**src/rtl/sdram_drv_pkg.sv**
```systemverilog
package sdram_drv_pkg;

  localparam int ROW_W  = 12;
  localparam int BANK_W = 2;
  localparam int PIN_W  = 12;
  localparam int AP_POS = 10;
  localparam int LANES  = 2;

  typedef enum logic [2:0] {
    CMD_IDLE = 3'd0,
    CMD_ACT  = 3'd1,
    CMD_RD   = 3'd2,
    CMD_WR   = 3'd3,
    CMD_PRE  = 3'd4
  } cmd_e;

  typedef enum logic [1:0] {
    BEAT_NONE = 2'd0,
    BEAT_RD   = 2'd1,
    BEAT_WR   = 2'd2
  } beat_e;

  typedef struct packed {
    logic [PIN_W-1:0]  a;
    logic [BANK_W-1:0] ba;
    logic              cs_n;
  } pins_t;

  // column bits per organisation: 0 -> x16, 1 -> x8, 2 -> x4
  function automatic int col_width(int org);
    case (org)
      0:       return 8;
      1:       return 9;
      default: return 10;
    endcase
  endfunction

  // active-high mask per lane from byte enables
  function automatic logic [LANES-1:0] lane_mask(bit wide, logic [LANES-1:0] en);
    if (wide) return ~en;
    return {LANES{~en[0]}};
  endfunction

endpackage

```
**src/rtl/sdram_addr_map.sv**
```systemverilog
module sdram_addr_map
  import sdram_drv_pkg::*;
#(
  parameter  int ORG   = 0,
  localparam int COL_W = col_width(ORG),
  localparam int LIN_W = COL_W + BANK_W + ROW_W
) (
  input  logic [2:0]       cmd,
  input  logic [LIN_W-1:0] lin_addr,
  input  logic             pre_all,
  input  pins_t            cur,
  output pins_t            nxt
);

  logic [COL_W-1:0]  col_f;
  logic [BANK_W-1:0] bank_f;
  logic [ROW_W-1:0]  row_f;
  cmd_e              c;

  assign col_f  = lin_addr[COL_W-1:0];
  assign bank_f = lin_addr[COL_W +: BANK_W];
  assign row_f  = lin_addr[COL_W+BANK_W +: ROW_W];
  assign c      = cmd_e'(cmd);

  always_comb begin
    nxt = cur;
    case (c)
      CMD_ACT: begin
        nxt.a    = PIN_W'(row_f);
        nxt.ba   = bank_f;
        nxt.cs_n = 1'b0;
      end
      CMD_RD, CMD_WR: begin
        nxt.a    = PIN_W'(col_f);
        nxt.ba   = bank_f;
        nxt.cs_n = 1'b0;
      end
      CMD_PRE: begin
        nxt.a         = '0;
        nxt.a[AP_POS] = pre_all;
        nxt.ba        = bank_f;
        nxt.cs_n      = 1'b0;
      end
      default: nxt.cs_n = 1'b1;
    endcase
  end

endmodule

```
**src/rtl/sdram_mask_align.sv**
```systemverilog
module sdram_mask_align
  import sdram_drv_pkg::*;
#(
  parameter int ORG    = 0,
  parameter int WR_LAG = 2
) (
  input  logic             clk,
  input  logic             rst_n,
  input  logic             adv,
  input  logic [1:0]       beat,
  input  logic [LANES-1:0] be,
  output logic [LANES-1:0] dqm_nxt,
  output logic             wr_due,
  output logic             rd_now
);

  localparam bit WIDE = (ORG == 0);

  logic [WR_LAG-1:0] lag_v;
  logic [LANES-1:0]  lag_m [WR_LAG];
  logic [LANES-1:0]  in_mask;

  assign in_mask = lane_mask(WIDE, be);

  for (genvar s = 0; s < WR_LAG; s++) begin : g_lag
    always_ff @(posedge clk) begin
      if (!rst_n) begin
        lag_v[s] <= 1'b0;
        lag_m[s] <= '1;
      end else if (adv) begin
        if (s == 0) begin
          lag_v[s] <= (beat == BEAT_WR);
          lag_m[s] <= in_mask;
        end else begin
          lag_v[s] <= lag_v[s-1];
          lag_m[s] <= lag_m[s-1];
        end
      end
    end
  end

  assign wr_due = lag_v[WR_LAG-1];
  assign rd_now = (beat == BEAT_RD);

  always_comb begin
    if (wr_due)      dqm_nxt = lag_m[WR_LAG-1];
    else if (rd_now) dqm_nxt = in_mask;
    else             dqm_nxt = '1;
  end

endmodule

```
**src/rtl/sdram_pin_driver.sv**
```systemverilog
module sdram_pin_driver
  import sdram_drv_pkg::*;
#(
  parameter  int ORG   = 0,
  localparam int COL_W = col_width(ORG),
  localparam int LIN_W = COL_W + BANK_W + ROW_W
) (
  input  logic              clk,
  input  logic              rst_n,
  input  logic [2:0]        cmd,
  input  logic [LIN_W-1:0]  lin_addr,
  input  logic              pre_all,
  input  logic [1:0]        beat,
  input  logic [LANES-1:0]  be,
  input  logic              cke_req,
  output logic [PIN_W-1:0]  sd_addr,
  output logic [BANK_W-1:0] sd_bank,
  output logic              sd_cs_n,
  output logic              sd_cke,
  output logic [LANES-1:0]  sd_dqm
);

  pins_t            pins_q;
  pins_t            pins_nxt;
  logic [LANES-1:0] dqm_q;
  logic [LANES-1:0] dqm_nxt;
  logic             cke_q;
  logic             adv;
  logic             wr_due;
  logic             rd_now;

  // an edge is valid only if clock enable was high on the pins before it
  assign adv = cke_q;

  sdram_addr_map #(.ORG(ORG)) u_map (
    .cmd      (cmd),
    .lin_addr (lin_addr),
    .pre_all  (pre_all),
    .cur      (pins_q),
    .nxt      (pins_nxt)
  );

  sdram_mask_align #(.ORG(ORG), .WR_LAG(2)) u_mask (
    .clk     (clk),
    .rst_n   (rst_n),
    .adv     (adv),
    .beat    (beat),
    .be      (be),
    .dqm_nxt (dqm_nxt),
    .wr_due  (wr_due),
    .rd_now  (rd_now)
  );

  always_ff @(posedge clk) begin
    if (!rst_n) begin
      pins_q <= '{a: '0, ba: '0, cs_n: 1'b1};
      dqm_q  <= '1;
      cke_q  <= 1'b1;
    end else begin
      cke_q <= cke_req;
      if (adv) begin
        pins_q <= pins_nxt;
        dqm_q  <= dqm_nxt;
      end
    end
  end

  assign sd_addr = pins_q.a;
  assign sd_bank = pins_q.ba;
  assign sd_cs_n = pins_q.cs_n;
  assign sd_cke  = cke_q;
  assign sd_dqm  = dqm_q;

endmodule

```
**config.mk**
```make
export PLATFORM = sky130hd
export DESIGN_NAME = sdram_pin_driver
export DESIGN_NICKNAME = d
export VERILOG_FILES = /design/src/rtl/sdram_drv_pkg.sv /design/src/rtl/sdram_addr_map.sv /design/src/rtl/sdram_mask_align.sv /design/src/rtl/sdram_pin_driver.sv
export SDC_FILE = /design/constraint.sdc
export NUM_CORES = 1
export LEC_CHECK = 0
export ABC_AREA = 1
export BUFFER_PORTS_ARGS = -buffer_cell sky130_fd_sc_hd__buf_2
export CORE_ASPECT_RATIO = 0.5
export CORE_MARGIN = 2
export CORE_UTILIZATION = 48
export CTS_CLUSTER_DIAMETER = 50
export DETAILED_ROUTE_END_ITERATION = 16
export PLACE_DENSITY = 0.8
export SYNTH_ARGS = -nofsm -noshare
export SYNTH_HDL_FRONTEND = slang
export SYNTH_HIERARCHICAL = 1
export SYNTH_SLANG_ARGS = --single-unit
export TNS_END_PERCENT = 30
```
**constraint.sdc**
```tcl
create_clock -name clk -period 1.6 [get_ports clk]
set_clock_uncertainty 0.2 [all_clocks]
set_input_delay 0.08 -clock clk [delete_from_list [all_inputs] [get_ports clk]]
set_output_delay 0.08 -clock clk [all_outputs]
set_load 0.01 [all_outputs]
```
After elaboration in Yosys (flattened, before gate mapping):

Memories as Yosys holds them, arrays and structs flattened.
Cells that the tools add are included.

* register bits: 20
* latch bits: 0
* bits in writable memories: 4
* memory bits (read-only): 0
* output and inout port bits: 18
* logic and storage cells: 31
* memories kept: 1

* add/subtract/negate cells: 0
* multiply operators: 0
* divide/modulo/power cells: 0
* $lt $le $gt $ge: 0
* eq/ne operators: 6
* shift-type cells: 0
* mux-type cells: 10
* bitwise logic cells: 3
* reductions and logical operators: 4

Memories
* u_mask.lag_m: words 2, bits a word 2, read ports 2, clocked after Yosys merged registers in 0, write ports 2, RTL line sdram_mask_align.sv:20 `logic [LANES-1:0] lag_m [WR_LAG];`

Operator list (number)
* one-hot mux 14 bit (3 select lines): 1
* 2-to-1 mux 2 bit: 4
* equality test 3 x 2 -> 1 bit (second input constant): 2
* 2-to-1 mux 1 bit: 5
* OR reduction 4 bit: 1
* equality test 3 x 1 -> 1 bit (second input constant): 1
* equality test 3 bit (second input constant): 1
* nonzero test 3 bit: 1
* equality test 2 x 1 -> 1 bit (second input constant): 1
* equality test 2 bit (second input constant): 1
* NOT 2 bit: 1
* OR 1 bit: 2
* AND reduction 2 bit: 1
* OR reduction 2 bit: 1

Depth between registers and ports, before layout:

Gate-level depths: netlist of the first run.

* depth after elaboration: 4
* mapped depth: 10
* gate-level depth less buffers: 9

Modules after synthesis:

Netlist of the first run, hierarchy kept.

Modules (own cells, without submodules)
* sdram_pin_driver: times used 1, cells each 105, area an instance 720.7 µm², seq. area each 360.3 µm²
* sdram_addr_map: times used 1, cells each 64, area an instance 297.8 µm², seq. area each 0.0 µm²
* sdram_mask_align: times used 1, cells each 32, area an instance 271.5 µm², seq. area each 160.2 µm²

Worst setup path before layout of the first run:

OpenSTA, ideal clock, no wires.

* path kind: register to register
* from: reg cke_q, in the netlist sd_cke
* to: mem u_mask.lag_m[1][0] (data pin)
* arrival: 0.802 ns
* data required time: 1.141 ns
* path slack: 0.339 ns
* cell stages (with the launch flop): 3
* buffers on the path: 0
* period minus slack after synthesis: 1.261 ns
* path through: dfxtp_1 > nand2_2 > or2_1

RTL lines
* from (decl): RTL line sdram_pin_driver.sv:27 `logic cke_q;`
* from (signal assigned): RTL line sdram_pin_driver.sv:60 `cke_q <= cke_req;`
* to (decl): RTL line sdram_mask_align.sv:20

Worst setup path in the final report of the first run:

* from: in beat[1]
* to: reg u_mask.lag_v[0]

* word-level cells in the longest chain between the ends: 1

Ends and longest elaborated chain
* from (decl): RTL line sdram_pin_driver.sv:13 `input logic [1:0] beat,`
* equality test 2 bit: RTL line sdram_mask_align.sv:32 `lag_v[s] <= (beat == BEAT_WR);`
* to (signal, indexed assignment): RTL line sdram_mask_align.sv:32
* to (signal, indexed assignment): RTL line sdram_mask_align.sv:35 `lag_v[s] <= lag_v[s-1];`
* to (decl): RTL line sdram_mask_align.sv:19 `logic [WR_LAG-1:0] lag_v;`

Every way passes these cells.
A chain may end at the register's enable or synchronous reset.

==> impl_metrics.py, run 1 <==
metrics = {
    "status": {
        "outcome": "completed",
    },
    "job": {
        "timing.max_cap.violations": 0,
    },
    "global_routing": {
        "antenna_found_initial": 0,
        "grt_max_degree": 33,
        "grt_pass1_wl_um": 4420,
        "grt_pass1_vias": 1100,
        "overflow": 0,
        "grt_usage": 0.184,
    },
    "place": {
        "portBuffers": 50,
        "gp_congestion": 0.764,
        "placed_cell_area_mm2": 0.00154,
        "dpl.hpwl_um": 2030,
    },
    "pwr": {
        "power_density_mw_per_mm2": 787,
        "seq_power_share": 0.515,
        "power.switching_uw": 360,
        "clock_power_share": 0.271,
        "cellInternalPower_uw": 958,
        "leakagePower_nw": 0.933,
        "p_comb_frac": 0.214,
        "ir_drop_v": 0.000499,
        "switching_share": 0.273,
    },
    "worst_setup_path": {
        "r2r_cells": 4,
        "crit_required_ns": 1.55,
        "endpoint_kind": "register",
        "worst_ep_arrival_time_ns": 1.39,
        "rrSetupSlack_ns": 0.31,
        "critPathMaxFanout": 2,
        "r2r-start": "sd_cke",
        "r2r-end": "sd_dqm[1]",
        "startpoint_type": "input port",
        "path_class": "in -> reg",
    },
    "min_path": {
        "min_from": "lin_addr[18]",
        "min_to": "sd_addr[8]",
        "holdPathStages": 7,
        "hold_path_class": "in -> reg",
    },
    "routing": {
        "dr.pass1.iters": 4,
        "ant_nets": 0,
        "drc": 0,
        "vias": 1351,
        "drtIter0Drc": 85,
        "wl_per_cell_um": 9.75,
        "vias_per_cell": 4.56,
        "routed_wl_um": 2890,
    },
    "die": {
        "fp.dieW_um": 77.2,
        "rows": 13,
        "initial_core_util": 0.500,
        "io_pins": 51,
        "fp.dieH_um": 40.6,
        "coreArea_mm2": 0.00257,
        "die_area_mm2": 0.00313,
    },
    "timing": {
        "min_period_over_period": 0.900,
        "fin_setup_tns_ns": 0,
        "finalMaxSlewViolations": 0,
        "holdWs_ns": 0.00288,
        "max_freq_mhz": 694,
        "worst_pin_slew_ns": 0.426,
        "slew-limit-headroom": 0.716,
        "rsz0062_at_grt": "no",
        "setup_violations": 0,
        "finalHoldViolations": 0,
        "fin_crit_ns": 1.44,
    },
    "synth": {
        "synth_warnings": 6,
        "syn_area_mm2": 0.00129,
        "post_synth.cell_area_avg_um2": 6.43,
        "synthCells": 200,
        "syn_nets": 233,
    },
    "clocking": {
        "cts.sinks": 24,
        "cts_root_buf": "clkbuf_8",
        "cts_buffers": 3,
        "clk_latency_ns": 0.26,
        "path_clk_slew_ns": 0.08,
        "cts_tree": "built",
        "cts_buffer_depth": 2,
        "cts_setup_buffers": 0,
        "htreeDepth": 1,
    },
    "final_layout": {
        "nNetsFinal": 293,
        "fin_area_mm2": 0.00167,
        "antenna_cells": 0,
        "final_cell_mix": "nand2_1 (76), buf_2 (50), nand3_1 (31)",
        "drive_above_1_share": 0.243,
        "mostFrequentLayoutCell": "nand2_1",
        "syn2layout_area_growth_pct": 30.1,
    },
}
[per-stage QoR]
step	setup WS (ns)	instances	total power, mW	util
floorplan	0.339	200	0.861	-
global route	0.118	296	1.40	0.651
detailed placement	0.155	283	0.957	0.598
finish	0.159	296	1.32	0.651
CTS	0.176	296	1.33	0.651
global placement	0.194	283	0.950	0.598
[worst max-delay path: stages]
cell and delay (ns):
dlygate4sd3_1 0.52, buf_2 0.13, nand2_1 0.06, dlygate4sd3_1 0.54, o21ai_0 0.07
[registers in the layout, indices dropped and copies added, names as in the netlist]
name	flops
sd_addr	12
sd_bank	2
sd_dqm	2
u_mask/lag_v	1
u_mask/wr_due	1
sd_cke	1
sd_cs_n	1
u_mask/lag_m	4
[area by class of cell]
cell class	count	area (um2)
Timing Repair Buffer	63	370
Fill cell	244	897
Sequential cell	24	520
Inverter	24	90.1
Multi-Input combinational cell	144	601
Tap cell	37	46.3
Clock buffer	4	45.0
[metal layers]
metal | vias up | share of wire | global-route usage
met5 | - | 0 | 0
met4 | 0 | 0.0045 | 0.0402
met3 | 2 | 0.044 | 0.0563
met2 | 23 | 0.49 | 0.350
met1 | 600 | 0.46 | 0.216
li1 | 726 | - | -
[how the worst max path moves through the flow]
stage / start / end / slack, ns
after floorplan: sd_cke / u_mask/lag_m[1][0] / 0.34
after global placement: cmd[1] / sd_addr[7] / 0.19
after detailed placement: cmd[1] / sd_addr[5] / 0.16
after CTS: beat[1] / u_mask/lag_v[0] / 0.18
after global routing: beat[1] / u_mask/lag_v[0] / 0.12
final: beat[1] / u_mask/lag_v[0] / 0.16
[power groups by stage]
stage | combinational, mW | sequential, mW | clock (mW)
after floorplan | 0.153 | 0.708 | 0
after CTS | 0.283 | 0.679 | 0.372
final | 0.282 | 0.678 | 0.357
after detailed placement | 0.265 | 0.693 | 0
after global routing | 0.323 | 0.684 | 0.393
after global placement | 0.258 | 0.692 | 0
[timing repair]
item	in CTS	in global routing
hold buffers	9	0
gates resized for setup	0	0
endpoints found under the hold margin	15	0
Power figures use the tool's default switching activity.
==> run 2, diff against run 1 <==
--- a/config.mk
+++ b/config.mk
@@ -7,14 +7,12 @@
 export LEC_CHECK = 0
 export ABC_AREA = 1
 export BUFFER_PORTS_ARGS = -buffer_cell sky130_fd_sc_hd__buf_2
-export CORE_ASPECT_RATIO = 0.5
 export CORE_MARGIN = 2
-export CORE_UTILIZATION = 48
+export CORE_UTILIZATION = 46
 export CTS_CLUSTER_DIAMETER = 50
 export DETAILED_ROUTE_END_ITERATION = 16
-export PLACE_DENSITY = 0.8
+export PLACE_DENSITY = 0.79
 export SYNTH_ARGS = -nofsm -noshare
 export SYNTH_HDL_FRONTEND = slang
-export SYNTH_HIERARCHICAL = 1
 export SYNTH_SLANG_ARGS = --single-unit
 export TNS_END_PERCENT = 30
==> constraint.sdc (replaced) <==
create_clock -name clk -period 1.6 [get_ports clk]
set_clock_uncertainty 0.2 [all_clocks]
set_input_delay 0.32 -clock clk [delete_from_list [all_inputs] [get_ports clk]]
set_output_delay 0.32 -clock clk [all_outputs]
set_load 0.01 [all_outputs]
==> impl_metrics.py, run 2 <==
metrics = {
    "status": {
        "outcome": "completed",
    },
    "routing": {
        "vias": 1117,
        "wl_per_cell_um": 9.62,
        "met2_length_um": 1080,
        "drt-met1-wl_um": 1130,
        "dr.pass1.iters": 5,
        "wl_met3_um": 163,
        "vias_per_cell": 4.49,
        "ant_nets": 0,
        "routed_wl_um": 2400,
        "top_layer": "met4",
        "drtIter0Drc": 23,
        "drc": 0,
    },
    "die": {
        "fp.dieH_um": 53.9,
        "io_pins": 51,
        "initial_core_util": 0.475,
        "fp.dieW_um": 53.9,
        "coreArea_mm2": 0.00241,
        "rows": 18,
        "die_area_mm2": 0.00290,
    },
    "pwr": {
        "seq_power_share": 0.560,
        "clock_power_share": 0.220,
        "cellInternalPower_uw": 866,
        "switching_share": 0.287,
        "leakagePower_nw": 0.823,
        "ir_drop_v": 0.000464,
        "p_comb_frac": 0.221,
        "power_density_mw_per_mm2": 832,
        "power.switching_uw": 348,
    },
    "final_layout": {
        "antenna_cells": 0,
        "largest_reg_flops": 12,
        "nNetsFinal": 253,
        "drive_above_1_share": 0.288,
        "final_cell_mix": "nand2_1 (52), buf_2 (50), nor2_1 (30)",
        "mostFrequentLayoutCell": "nand2_1",
        "syn2layout_area_growth_pct": 27.4,
    },
    "global_routing": {
        "grt_pass1_vias": 1008,
        "antenna_found_initial": 0,
        "grt_usage": 0.189,
        "grt_pass1_wl_um": 4040,
        "grt_max_degree": 23,
        "overflow": 0,
    },
    "synth": {
        "async_flop_share": 0,
        "ys.flop_type": "dfxtp_1",
        "synthCells": 167,
        "synth_top_area_frac": 0.350,
        "synth_most_common_cell": "nand2_1",
        "syn_area_mm2": 0.00114,
        "ys_seq_area_frac": 0.455,
        "synth_common_cells": "nand2_1 (52), nor2_1 (30), inv_1 (22)",
        "synth_edf_count": 4,
        "syn_nets": 200,
        "post_synth.cell_area_avg_um2": 6.86,
        "synth_top_area_cell": "dfxtp_1",
        "synth_warnings": 0,
        "yosysUniqueCellTypes": 18,
        "synth-seq-cells": 24,
        "ys_top_cells_by_area": "dfxtp_1 (35%), nand2_1 (17%), edfxtp_1 (10%), nor2_1 (9.8%), inv_1 (7.2%)",
    },
    "timing": {
        "max_freq_mhz": 659,
        "setup_slack_ns": 0.0816,
        "finalHoldViolations": 0,
        "fin_crit_ns": 1.52,
        "min_period_over_period": 0.949,
        "rsz0062_at_grt": "no",
        "setup_violations": 0,
        "worst_pin_slew_ns": 0.317,
        "finalMaxSlewViolations": 0,
        "slew-limit-headroom": 0.788,
        "fin_setup_tns_ns": 0,
    },
    "place": {
        "dpl.hpwl_um": 1830,
        "portBuffers": 50,
        "gp_congestion": 0.753,
        "post-place-ws_ns": 0.0773,
    },
    "worst_setup_path": {
        "startpoint_type": "register",
        "path_class": "reg -> out",
        "worst_ep_arrival_time_ns": 1.00,
        "critPathMaxFanout": 7,
        "endpoint_kind": "primary output",
        "crit_required_ns": 1.08,
        "r2r_cells": 2,
    },
    "clocking": {
        "path_clk_slew_ns": 0.13,
        "clk_latency_ns": 0.31,
        "cts_root_buf": "clkbuf_4",
        "cts.sinks": 24,
        "cts_tree": "built",
        "htreeDepth": 1,
        "cts_buffers": 3,
        "cts_buffer_depth": 2,
    },
    "job": {
        "timing.max_cap.violations": 0,
    },
    "min_path": {
        "hold_path_class": "in -> reg",
        "holdPathStages": 2,
    },
}
-- run 2: logic make-up (layout without fill, tap and decap cells) --
group | count (synthesis) | after routing | synth area share
buffers and inverters | 29 | 81 | 0.108
AO/OA/AOI/OAI | 10 | 10 | 0.0481
flip-flops | 24 | 24 | 0.455
AND/OR/NAND/NOR | 104 | 104 | 0.389
-- run 2: routing by layer --
metal	GRT usage	vias to the layer above
li1	-	612
met1	0.248	468
met2	0.301	35
met3	0.0333	2
met4	0.0855	0
met5	0	-
-- run 2: cell type report --
class	instances	area, um2
Multi-Input combinational cell	114	500
Inverter	22	82.6
Sequential cell	24	522
Clock inverter	1	3.75
Timing Repair Buffer	55	290
Clock buffer	3	22.5
Tap cell	30	37.5
Fill cell	233	951
-- run 2: worst max-delay path: stages, from the launching register on --
cell and delay [ns]:
dfxtp_2 0.40, buf_4 0.16, buf_2 0.13
-- run 2: per-stage QoR --
step | utilization | instance area [um2] | power (mW) | hold WS [ns] | cells
6_report | 0.605 | 1460 | 1.21 | 0.0403 | 249
2_1_floorplan | - | 1140 | 0.861 | 0.205 | 167
3_3_place_gp | 0.590 | 1420 | 0.958 | 0.267 | 244
5_1_grt | 0.605 | 1460 | 1.30 | 0.0291 | 249
3_5_place_dp | 0.590 | 1420 | 0.960 | 0.272 | 244
4_1_cts | 0.605 | 1460 | 1.23 | 0.0330 | 249
-- run 2: power by group through the flow --
stage | logic, mW | registers [mW] | clock network (mW)
6_report | 0.268 | 0.679 | 0.267
5_1_grt | 0.311 | 0.686 | 0.306
2_1_floorplan | 0.151 | 0.709 | 0
3_3_place_gp | 0.265 | 0.693 | 0
3_5_place_dp | 0.267 | 0.693 | 0
4_1_cts | 0.270 | 0.680 | 0.280
-- run 2: final timing paths --
check	startpoint	end	slack, ns
setup reg to reg	sd_cke	u_mask.lag_m[1][1]	0.31
hold reg to reg	u_mask.lag_v[0]	u_mask.lag_v[0]	0.29
setup / recovery	sd_cke	sd_cke	0.08
hold / removal	beat[0]	u_mask.lag_v[0]	0.04
-- run 2: timing repair --
item	in CTS	in global routing
endpoints found under the setup margin	0	1
endpoints found under the hold margin	1	0
setup buffers	0	0
resized for setup	0	1
hold buffers	1	0
